**src/rtl/sgb_pkg.sv**
```systemverilog
package sgb_pkg;

   typedef enum logic [1:0] {
      ST_IDLE = 2'd0,
      ST_LOAD = 2'd1,
      ST_RUN  = 2'd2,
      ST_DONE = 2'd3
   } sgb_state_e;

   localparam int GEN_EXTERNAL_FB = 0;
   localparam int GEN_INTERNAL_FB = 1;

   function automatic int idx_width(input int n);
      return (n > 1) ? $clog2(n) : 1;
   endfunction

endpackage

```
**src/rtl/sgb_seed_rom.sv**
```systemverilog
module sgb_seed_rom #(
   parameter int GEN_W     = 8,
   parameter int NUM_SEEDS = 4,
   parameter int IDX_W     = 2,
   parameter logic [NUM_SEEDS*GEN_W-1:0] SEED_TABLE = '1
) (
   input  logic             rd,
   input  logic [IDX_W-1:0] addr,
   output logic [GEN_W-1:0] data
);

   logic [GEN_W-1:0] rom_words [NUM_SEEDS];

   for (genvar gi = 0; gi < NUM_SEEDS; gi++) begin : g_word
      localparam logic [GEN_W-1:0] WORD = SEED_TABLE[gi*GEN_W +: GEN_W];
      if (WORD == '0) begin : g_zero_seed
         $error("sgb_seed_rom: seed %0d is zero and would lock the generator", gi);
      end
      assign rom_words[gi] = WORD;
   end

   always_comb begin
      data = '0;
      if (rd && (int'(addr) < NUM_SEEDS)) begin
         data = rom_words[addr];
      end
   end

endmodule

```
**src/rtl/sgb_lfsr.sv**
```systemverilog
module sgb_lfsr #(
   parameter int               GEN_W   = 8,
   parameter logic [GEN_W-1:0] FB_MASK = 8'hB8,
   parameter int               KIND    = 0
) (
   input  logic             clk,
   input  logic             rst_n,
   input  logic             load,
   input  logic [GEN_W-1:0] seed,
   input  logic             en,
   output logic [GEN_W-1:0] state
);

   import sgb_pkg::*;

   logic [GEN_W-1:0] state_q;
   logic [GEN_W-1:0] next_val;

   if (GEN_W < 2) begin : g_bad_width
      $error("sgb_lfsr: GEN_W must be at least 2");
   end
   if (FB_MASK == '0) begin : g_bad_mask
      $error("sgb_lfsr: feedback mask must not be zero");
   end

   if (KIND == GEN_EXTERNAL_FB) begin : g_external
      always_comb begin
         next_val = {state_q[GEN_W-2:0], ^(state_q & FB_MASK)};
      end
   end else if (KIND == GEN_INTERNAL_FB) begin : g_internal
      always_comb begin
         next_val = {state_q[GEN_W-2:0], 1'b0};
         if (state_q[GEN_W-1]) begin
            next_val = next_val ^ FB_MASK;
         end
      end
   end else begin : g_bad_kind
      $error("sgb_lfsr: unknown generator kind %0d", KIND);
      always_comb next_val = state_q;
   end

   always_ff @(posedge clk or negedge rst_n) begin
      if (!rst_n) begin
         state_q <= '0;
      end else if (load) begin
         state_q <= seed;
      end else if (en) begin
         state_q <= next_val;
      end
   end

   assign state = state_q;

   AST_LOAD_TAKES_SEED: assert property (@(posedge clk) disable iff (!rst_n)
      load |=> (state_q == $past(seed)))
      else $error("seed not captured");

   AST_HOLD_WHEN_IDLE: assert property (@(posedge clk) disable iff (!rst_n)
      (!load && !en) |=> $stable(state_q))
      else $error("generator moved without enable");

endmodule

```
**src/rtl/sgb_ctrl.sv**
```systemverilog
module sgb_ctrl #(
   parameter int NUM_SEEDS     = 4,
   parameter int PATS_PER_SEED = 6,
   parameter int IDX_W         = 2
) (
   input  logic             clk,
   input  logic             rst_n,
   input  logic             start,
   output logic             seed_load,
   output logic             rom_rd,
   output logic             gen_en,
   output logic             pat_valid,
   output logic             done,
   output logic [IDX_W-1:0] addr
);

   import sgb_pkg::*;

   localparam int               CNT_W     = $clog2(PATS_PER_SEED);
   localparam logic [CNT_W-1:0] PAT_LAST  = CNT_W'(PATS_PER_SEED - 1);
   localparam logic [IDX_W-1:0] ADDR_LAST = IDX_W'(NUM_SEEDS - 1);

   if (PATS_PER_SEED < 2) begin : g_bad_len
      $error("sgb_ctrl: PATS_PER_SEED must be at least 2");
   end
   if (NUM_SEEDS < 1) begin : g_bad_seeds
      $error("sgb_ctrl: NUM_SEEDS must be at least 1");
   end
   if ((1 << IDX_W) < NUM_SEEDS) begin : g_bad_idx
      $error("sgb_ctrl: IDX_W too narrow for NUM_SEEDS");
   end

   sgb_state_e       state_q, state_d;
   logic [IDX_W-1:0] addr_q, addr_d;
   logic [CNT_W-1:0] pat_q, pat_d;
   logic             run_last;
   logic             seed_last;

   assign run_last  = (pat_q == PAT_LAST);
   assign seed_last = (addr_q == ADDR_LAST);

   always_comb begin
      state_d = state_q;
      addr_d  = addr_q;
      pat_d   = pat_q;
      unique case (state_q)
         ST_IDLE, ST_DONE: begin
            if (start) begin
               state_d = ST_LOAD;
               addr_d  = '0;
               pat_d   = '0;
            end
         end
         ST_LOAD: begin
            state_d = ST_RUN;
            pat_d   = '0;
         end
         ST_RUN: begin
            if (run_last) begin
               pat_d = '0;
               if (seed_last) begin
                  state_d = ST_DONE;
               end else begin
                  state_d = ST_LOAD;
                  addr_d  = addr_q + 1'b1;
               end
            end else begin
               pat_d = pat_q + 1'b1;
            end
         end
         default: state_d = ST_IDLE;
      endcase
   end

   always_ff @(posedge clk or negedge rst_n) begin
      if (!rst_n) begin
         state_q <= ST_IDLE;
         addr_q  <= '0;
         pat_q   <= '0;
      end else begin
         state_q <= state_d;
         addr_q  <= addr_d;
         pat_q   <= pat_d;
      end
   end

   assign seed_load = (state_q == ST_LOAD);
   assign rom_rd    = (state_q == ST_LOAD);
   assign gen_en    = (state_q == ST_RUN);
   assign pat_valid = (state_q == ST_RUN);
   assign done      = (state_q == ST_DONE);
   assign addr      = addr_q;

   AST_PAT_BOUND: assert property (@(posedge clk) disable iff (!rst_n)
      pat_q <= PAT_LAST)
      else $error("pattern counter beyond run length");

   AST_ADDR_BOUND: assert property (@(posedge clk) disable iff (!rst_n)
      int'(addr_q) < NUM_SEEDS)
      else $error("seed address out of range");

   AST_ADDR_STEP: assert property (@(posedge clk) disable iff (!rst_n)
      pat_valid |=> (!seed_load || (addr_q == IDX_W'($past(addr_q) + 1'b1))))
      else $error("seed address did not advance by one");

   AST_LOAD_THEN_RUN: assert property (@(posedge clk) disable iff (!rst_n)
      seed_load |=> (pat_valid && $stable(addr_q)))
      else $error("load not followed by pattern run");

   AST_START_IGNORED: assert property (@(posedge clk) disable iff (!rst_n)
      (pat_valid && start && !run_last) |=> (pat_valid && $stable(addr_q)))
      else $error("start disturbed a running session");

   AST_DONE_HOLD: assert property (@(posedge clk) disable iff (!rst_n)
      (done && !start) |=> done)
      else $error("done dropped without start");

   AST_RESTART: assert property (@(posedge clk) disable iff (!rst_n)
      (done && start) |=> (seed_load && !done && (addr_q == '0)))
      else $error("restart did not load seed 0");

endmodule

```
**src/rtl/seed_reseed_bist.sv**
```systemverilog
module seed_reseed_bist #(
   parameter int                           GEN_W         = 8,
   parameter int                           NUM_SEEDS     = 4,
   parameter int                           PATS_PER_SEED = 6,
   parameter logic [GEN_W-1:0]             FB_MASK       = 8'hB8,
   parameter int                           GEN_KIND      = 0,
   parameter logic [NUM_SEEDS*GEN_W-1:0]   SEED_TABLE    = 32'hA5_3C_81_17,
   localparam int                          IDX_W         = sgb_pkg::idx_width(NUM_SEEDS)
) (
   input  logic             clk,
   input  logic             rst_n,
   input  logic             start,
   output logic             seed_load,
   output logic             rom_rd,
   output logic             gen_en,
   output logic             pat_valid,
   output logic [GEN_W-1:0] pattern,
   output logic [IDX_W-1:0] seed_idx,
   output logic             done
);

   logic [GEN_W-1:0] rom_data;
   logic             load_s;
   logic             rd_s;
   logic             en_s;
   logic [IDX_W-1:0] addr_s;

   sgb_ctrl #(
      .NUM_SEEDS    (NUM_SEEDS),
      .PATS_PER_SEED(PATS_PER_SEED),
      .IDX_W        (IDX_W)
   ) u_ctrl (
      .clk      (clk),
      .rst_n    (rst_n),
      .start    (start),
      .seed_load(load_s),
      .rom_rd   (rd_s),
      .gen_en   (en_s),
      .pat_valid(pat_valid),
      .done     (done),
      .addr     (addr_s)
   );

   sgb_seed_rom #(
      .GEN_W     (GEN_W),
      .NUM_SEEDS (NUM_SEEDS),
      .IDX_W     (IDX_W),
      .SEED_TABLE(SEED_TABLE)
   ) u_rom (
      .rd  (rd_s),
      .addr(addr_s),
      .data(rom_data)
   );

   sgb_lfsr #(
      .GEN_W  (GEN_W),
      .FB_MASK(FB_MASK),
      .KIND   (GEN_KIND)
   ) u_gen (
      .clk  (clk),
      .rst_n(rst_n),
      .load (load_s),
      .seed (rom_data),
      .en   (en_s),
      .state(pattern)
   );

   assign seed_load = load_s;
   assign rom_rd    = rd_s;
   assign gen_en    = en_s;
   assign seed_idx  = addr_s;

   AST_FIRST_LOAD_IDX: assert property (@(posedge clk) disable iff (!rst_n)
      ((!seed_load && !pat_valid) && start) |=> (seed_load && seed_idx == '0))
      else $error("start did not open with seed 0");

   AST_PATTERN_IS_SEED: assert property (@(posedge clk) disable iff (!rst_n)
      seed_load |=> (pattern == $past(rom_data)))
      else $error("first pattern is not the stored seed");

endmodule

```
**config.mk**
```make
export PLATFORM = sky130hd
export DESIGN_NAME = seed_reseed_bist
export DESIGN_NICKNAME = d
export VERILOG_FILES = /design/src/rtl/sgb_pkg.sv /design/src/rtl/sgb_seed_rom.sv /design/src/rtl/sgb_lfsr.sv /design/src/rtl/sgb_ctrl.sv /design/src/rtl/seed_reseed_bist.sv
export SDC_FILE = /design/constraint.sdc
export NUM_CORES = 1
export LEC_CHECK = 0
export ABC_AREA = 1
export ABC_CLOCK_PERIOD_IN_PS = 3150
export BUFFER_PORTS_ARGS = -buffer_cell sky130_fd_sc_hd__buf_2
export CAP_MARGIN = 20
export CORE_MARGIN = 2
export CORE_UTILIZATION = 45
export DETAILED_ROUTE_END_ITERATION = 16
export PLACE_DENSITY_LB_ADDON = 0.2
export SETUP_SLACK_MARGIN = 0.5
export SYNTH_ARGS = -nofsm -noshare
export SYNTH_HDL_FRONTEND = slang
export SYNTH_SLANG_ARGS = --single-unit
export TNS_END_PERCENT = 100
```
**constraint.sdc**
```tcl
create_clock -name clk -period 3.15 [get_ports clk]
set_input_delay 0.63 -clock clk [delete_from_list [all_inputs] [get_ports clk]]
set_output_delay 0.63 -clock clk [all_outputs]
set_load 0.01 [all_outputs]
```
==> results of run 1 <==
-- cells by family (layout without fill, tap and decap cells) --
| family | Yosys count | after routing | synth area share [%] |
|---|---|---|---|
| AO/OA/AOI/OAI | 22 | 22 | 12.9 |
| adder cells (fa/ha/maj) | 10 | 10 | 13.6 |
| buffers and inverters | 21 | 38 | 10.2 |
| flip-flops | 15 | 15 | 40.8 |
| AND/OR/NAND/NOR | 49 | 49 | 22.6 |
-- registers in the layout, indices dropped and copies added, names as in the netlist --
signal,count
u_ctrl.addr,2
u_ctrl.pat_q,3
u_ctrl.state_q,2
u_gen.state,8
-- area by class of cell --
class	instances	share of cell area [%]
Multi-Input combinational cell	81	43.6
Sequential cell	15	36.2
Timing Repair Buffer	17	8.21
Inverter	17	6.16
Tap cell	27	3.26
Clock buffer	4	2.54
-- cell usage in the layout (no fill, tap or decap) --
master,count
o31ai_1,1
clkbuf_4,3
a21oi_1,7
clkbuf_1,1
nand2_1,38
nor2_1,5
nand3_1,3
ha_1,10
o21ai_0,6
a22oi_1,1
dfrtp_1,15
o21ai_1,4
a31oi_1,3
nor3_2,2
buf_2,17
inv_2,2
inv_1,15
nor2_4,1
-- metrics by stage --
| stage | hold slack [ns] | power [mW] |
|---|---|---|
| final | 0.243 | 1.10 |
| after global routing | 0.252 | 1.23 |
| after CTS | 0.249 | 1.12 |
| after detailed placement | 0.513 | 1.01 |
| after global placement | 0.498 | 0.989 |
| after floorplan | 0.334 | 0.847 |
-- power by group --
part | internal [mW] | switching [mW]
Clock | 0.0490 | 0.0566
Combinational | 0.230 | 0.404
Sequential | 0.280 | 0.0818
-- per-layer routing --
layer  global-route usage (%)  up-vias  share of wire [%]
li1                         -      401                  -
met5                        0        -                  0
met4                     7.14        0                1.6
met3                     1.84        4                3.8
met1                     18.8      348                 47
met2                     29.1       20                 48
-- final timing paths --
path | from | end | slack, ns | cells after the start
max | u_ctrl.state_q[1] | rom_rd | 1.18 | 3
min | rst_n | u_ctrl.state_q[0] | 0.24 | 1
max reg2reg | u_ctrl.state_q[0] | u_ctrl.pat_q[2] | 1.48 | 7
min reg2reg | u_gen.state[6] | u_gen.state[6] | 0.53 | 2
max in group asynchronous | rst_n | u_gen.state[6] | 2.65 | 1
min in group clk | u_gen.state[6] | u_gen.state[6] | 0.53 | 2
-- worst max-delay path: stages (launching register included) --
cell	delay [ns]
dfrtp_1	0.43
inv_1	0.10
ha_1	0.35
buf_2	0.20
==> results.sh, run 1 <==
export IMPL_status="finished, final reports clean"
export IMPL_die_w_microns=49.2
export IMPL_path_clk_slew_ns=0.09
export IMPL_ant_nets=0
export IMPL_cts_resized=0
export IMPL_synth_commonest_cells="38 x nand2_1, 15 x dfrtp_1, 15 x inv_1"
export IMPL_final_area_sq_mm=0.00104
export IMPL_end_kind="output pin"
export IMPL_multiInputGateArea_sq_um=452
export IMPL_fin_ws_ns=1.18
export IMPL_htree_levels=1
export IMPL_setup_viol=0
export IMPL_cts_tree="built"
export IMPL_synth_distinct_cells=16
export IMPL_drt_pass1_iter_count=4
export IMPL_tightest_slew_ns=0.386
export IMPL_power_leakage_nw=0.567
export IMPL_crit_path_start_kind="register"
export IMPL_fin_skew_ns=0.00568
export IMPL_yosys_top_cells_area="dfrtp_1 41%, nand2_1 15%, ha_1 14%"
export IMPL_yosysSeqAreaShare_pct=40.8
export IMPL_dpl_hpwl_microns=1410
export IMPL_power_per_cell_area_mw_per_mm2=1060
export IMPL_grt_pass1_vias=681
export IMPL_port_buffers=17
export IMPL_crit_required_ns=2.52
export IMPL_drt_iter0_drc=13
export IMPL_place_area_sq_mm=0.00101
export IMPL_finalCritPeriodShare_pct=62.6
export IMPL_dpl_cell_count=157
export IMPL_synth_cells=117
export IMPL_rows=16
export IMPL_synth_seq_cells=15
export IMPL_finalHoldViolations=0
export IMPL_layout_nets=148
export IMPL_clk_latency_ns=0.27
export IMPL_io_pins=18
export IMPL_wl_microns=1790
export IMPL_synth_top_flop_cell="dfrtp_1"
export IMPL_ctsRootBufferMaster="clkbuf_4"
export IMPL_clock_fmax_mhz=507
export IMPL_via_per_inst=4.80
export IMPL_grt_pass1_wl_microns=2980
export IMPL_worstSetupPathType="reg -> out"
export IMPL_yosys_area_top_type="dfrtp_1"
export IMPL_core_area_sq_mm=0.00194
export IMPL_cp_data_arrival_time_ns=1.34
export IMPL_layout_drive_gt1_share_pct=18.7
export IMPL_relSlewSlack_pct=74.2
export IMPL_die_h_microns=49.2
export IMPL_grt_use_total_pct=16.1
export IMPL_min_period_ns=1.97
export IMPL_cp_max_fo=10
export IMPL_antenna_found_initial=0
export IMPL_dieArea_sq_mm=0.00242
export IMPL_synth_area_per_cell_sq_um=7.87
export IMPL_maxCapViolCount=0
export IMPL_ctsHoldBuffers=0
export IMPL_clockBufferDepth=2
export IMPL_drc=0
export IMPL_syn2layout_area_growth_pct=12.5
export IMPL_slew_viol_final=0
export IMPL_diodes=0
export IMPL_synth_edf_count=0
export IMPL_post_cts_setup_buffers=0
export IMPL_mappedNetlistNets=130
export IMPL_final_fill_count=194
export IMPL_async_flop_share_pct=100
export IMPL_seq_area_sq_um=375
export IMPL_synth_warning_count=0
export IMPL_place_congestion=0.790
export IMPL_yosysMostFrequentCell="nand2_1"
export IMPL_syn_area_sq_um=921
export IMPL_post_route_util_pct=53.4
export IMPL_fin_cells=161
export IMPL_cts_buffers=3
export IMPL_hold_class="in -> async"
export IMPL_cts_sinks=15
export IMPL_rsz0062_at_grt="no"
export IMPL_start_util_pct=47.4
export IMPL_tns_ns=0
export IMPL_post_place_ws_ns=1.48
export IMPL_post_synth_top_area_fraction_pct=40.8
export IMPL_grt_max_degree=16
export IMPL_ir_worst_vdd_mv=0.610
export IMPL_globalRoute_totalOverflow=0
export IMPL_post_drt_wl_per_cell_microns=11.1
export IMPL_vias=773
No activity file was read; power rests on OpenSTA's default activity.
==> inputs of run 2 (changes only) <==
--- a/config.mk
+++ b/config.mk
@@ -6,7 +6,7 @@
 export NUM_CORES = 1
 export LEC_CHECK = 0
 export ABC_AREA = 1
-export ABC_CLOCK_PERIOD_IN_PS = 3150
+export ABC_CLOCK_PERIOD_IN_PS = 2100
 export BUFFER_PORTS_ARGS = -buffer_cell sky130_fd_sc_hd__buf_2
 export CAP_MARGIN = 20
 export CORE_MARGIN = 2
==> constraint.sdc (replaced) <==
create_clock -name clk -period 2.1 [get_ports clk]
set_input_delay 0.42 -clock clk [delete_from_list [all_inputs] [get_ports clk]]
set_output_delay 0.42 -clock clk [all_outputs]
set_load 0.01 [all_outputs]
==> run 2 against run 1 <==
Against the previous run: core utilization is 4.8 points higher; largest cell class unchanged; clock skew is 0.0048 ns lower; final area is 8.9% higher; flip-flop and latch count stayed put; critical path type unchanged; via count is 5.0% higher; highest routed layer unchanged.
==> results.sh, run 2 (synthesis results as in run 1) <==
export IMPL_status="finished, final reports clean"
export IMPL_slew_viol_final=0
export IMPL_htree_levels=1
export IMPL_min_period_ns=1.61
export IMPL_vias=812
export IMPL_cts_buffers=3
export IMPL_reg2regPathDepth=7
export IMPL_drc=0
export IMPL_final_fill_count=181
export IMPL_final_common_cell="nand2_1"
export IMPL_cts_tree="built"
export IMPL_ctsRootBufferMaster="clkbuf_4"
export IMPL_switching_share_pct=48.1
export IMPL_dieArea_sq_mm=0.00242
export IMPL_end_kind="output pin"
export IMPL_crit_required_ns=1.68
export IMPL_power_per_cell_area_mw_per_mm2=1630
export IMPL_grt_pass1_wl_microns=3000
export IMPL_dpl_cell_count=157
export IMPL_pwr_share_seq_pct=30.1
export IMPL_via_per_inst=4.89
export IMPL_fin_skew_ns=0.000834
export IMPL_post_route_util_pct=58.1
export IMPL_post_drt_wl_per_cell_microns=11.8
export IMPL_io_pins=18
export IMPL_syn2layout_area_growth_pct=22.6
export IMPL_setup_viol=0
export IMPL_finalCritPeriodShare_pct=76.6
export IMPL_port_buffers=17
export IMPL_fin_cells=166
export IMPL_tightest_slew_ns=0.333
export IMPL_drt_iter0_drc=18
export IMPL_grt_max_degree=16
export IMPL_final_area_sq_mm=0.00113
export IMPL_layout_drive_gt1_share_pct=25.9
export IMPL_power_switching_uw=886
export IMPL_place_area_sq_mm=0.00101
export IMPL_wl_microns=1960
export IMPL_maxCapViolCount=0
export IMPL_dpl_hpwl_microns=1420
export IMPL_clockBufferDepth=2
export IMPL_worstSetupPathType="reg -> out"
export IMPL_crit_path_start_kind="register"
export IMPL_p_int_uw=958
export IMPL_drt_pass1_iter_count=4
export IMPL_layout_nets=153
export IMPL_diodes=0
export IMPL_grt_use_total_pct=16.4
export IMPL_p_comb_share_pct=60.8
export IMPL_place_congestion=0.774
export IMPL_relSlewSlack_pct=77.8
export IMPL_cp_data_arrival_time_ns=1.19
export IMPL_rsz0062_at_grt="yes"
export IMPL_core_area_sq_mm=0.00194
export IMPL_path_clk_slew_ns=0.09
export IMPL_tns_ns=0
export IMPL_antenna_found_initial=0
export IMPL_cp_max_fo=4
export IMPL_ir_worst_vdd_mv=1.02
export IMPL_finalHoldViolations=0
export IMPL_largest_register_ffs=8
export IMPL_grt_pass1_vias=694
export IMPL_hold_class="in -> async"
export IMPL_rows=16
export IMPL_start_util_pct=47.4
export IMPL_ctsHoldBuffers=0
export IMPL_cts_sinks=15
export IMPL_globalRoute_totalOverflow=0
export IMPL_power_leakage_nw=0.593
export IMPL_die_w_microns=49.2
export IMPL_ant_nets=0
export IMPL_clkPwrFrac_pct=9.1
export IMPL_final_cell_mix="38 x nand2_1, 17 x buf_2, 14 x inv_1"
export IMPL_die_h_microns=49.2
export IMPL_clock_fmax_mhz=622
export IMPL_clk_latency_ns=0.29
==> run 2: cell count changes in the layout (fill, tap and decap cells not counted), sizes merged <==
cell / change
buf: +5
==> run 2: final timing paths <==
| kind | start | slack [ns] | endpoint |
|---|---|---|---|
| max | u_ctrl.state_q[0] | 0.49 | rom_rd |
| min | rst_n | 0.02 | u_ctrl.addr[1] |
| max reg2reg | u_ctrl.state_q[1] | 0.59 | u_ctrl.pat_q[2] |
| min reg2reg | u_gen.state[6] | 0.52 | u_gen.state[6] |
| max in group asynchronous | rst_n | 1.81 | u_ctrl.state_q[1] |
| min in group clk | start | 0.48 | u_ctrl.pat_q[0] |
==> run 2: final cells by class <==
cell class / count / area, sq um / share of cell area (%)
inverters: 17 / 66.3 / 5.88
repair buffers: 22 / 135 / 12.0
multi-input cells: 81 / 489 / 43.3
flip-flops and latches: 15 / 378 / 33.5
clock buffers: 4 / 26.3 / 2.33
well taps: 27 / 33.8 / 2.99
==> run 2: metal layers <==
metal | GRT usage [%] | wire [microns] | up-vias
li1 | - | - | 414
met1 | 20.7 | 875 | 367
met2 | 27.9 | 975 | 29
met3 | 2.76 | 90 | 2
met4 | 5.71 | 17 | 0
met5 | 0 | 0 | -
==> run 2: repair_timing <==
item,CTS,global route
gates resized for setup,8,2
setup endpoints to repair,9,8
cloned,0,0
setup buffers,1,4
==> run 2: power by group through the flow <==
stage | clock network [mW] | registers (mW) | logic, mW
2_1_floorplan | 0 | 0.567 | 0.704
3_3_place_gp | 0 | 0.538 | 0.944
3_5_place_dp | 0 | 0.547 | 0.961
4_1_cts | 0.169 | 0.555 | 1.01
5_1_grt | 0.183 | 0.573 | 1.24
6_report | 0.168 | 0.556 | 1.12
==> run 2: per-stage QoR <==
| stage | hold slack [ns] | setup WS (ns) | power, mW |
|---|---|---|---|
| finish | 0.0161 | 0.491 | 1.84 |
| global route | 0.0360 | 0.466 | 2.00 |
| CTS | 0.0297 | 0.510 | 1.74 |
| detailed placement | 0.343 | 0.471 | 1.51 |
| global placement | 0.342 | 0.528 | 1.48 |
| floorplan | 0.124 | 0.745 | 1.27 |
==> run 2: worst max-delay path, cell delays in order, from the launching register on <==
cell and delay, ns:
dfrtp_2 0.46, buf_12 0.14, ha_4 0.16, buf_2 0.13
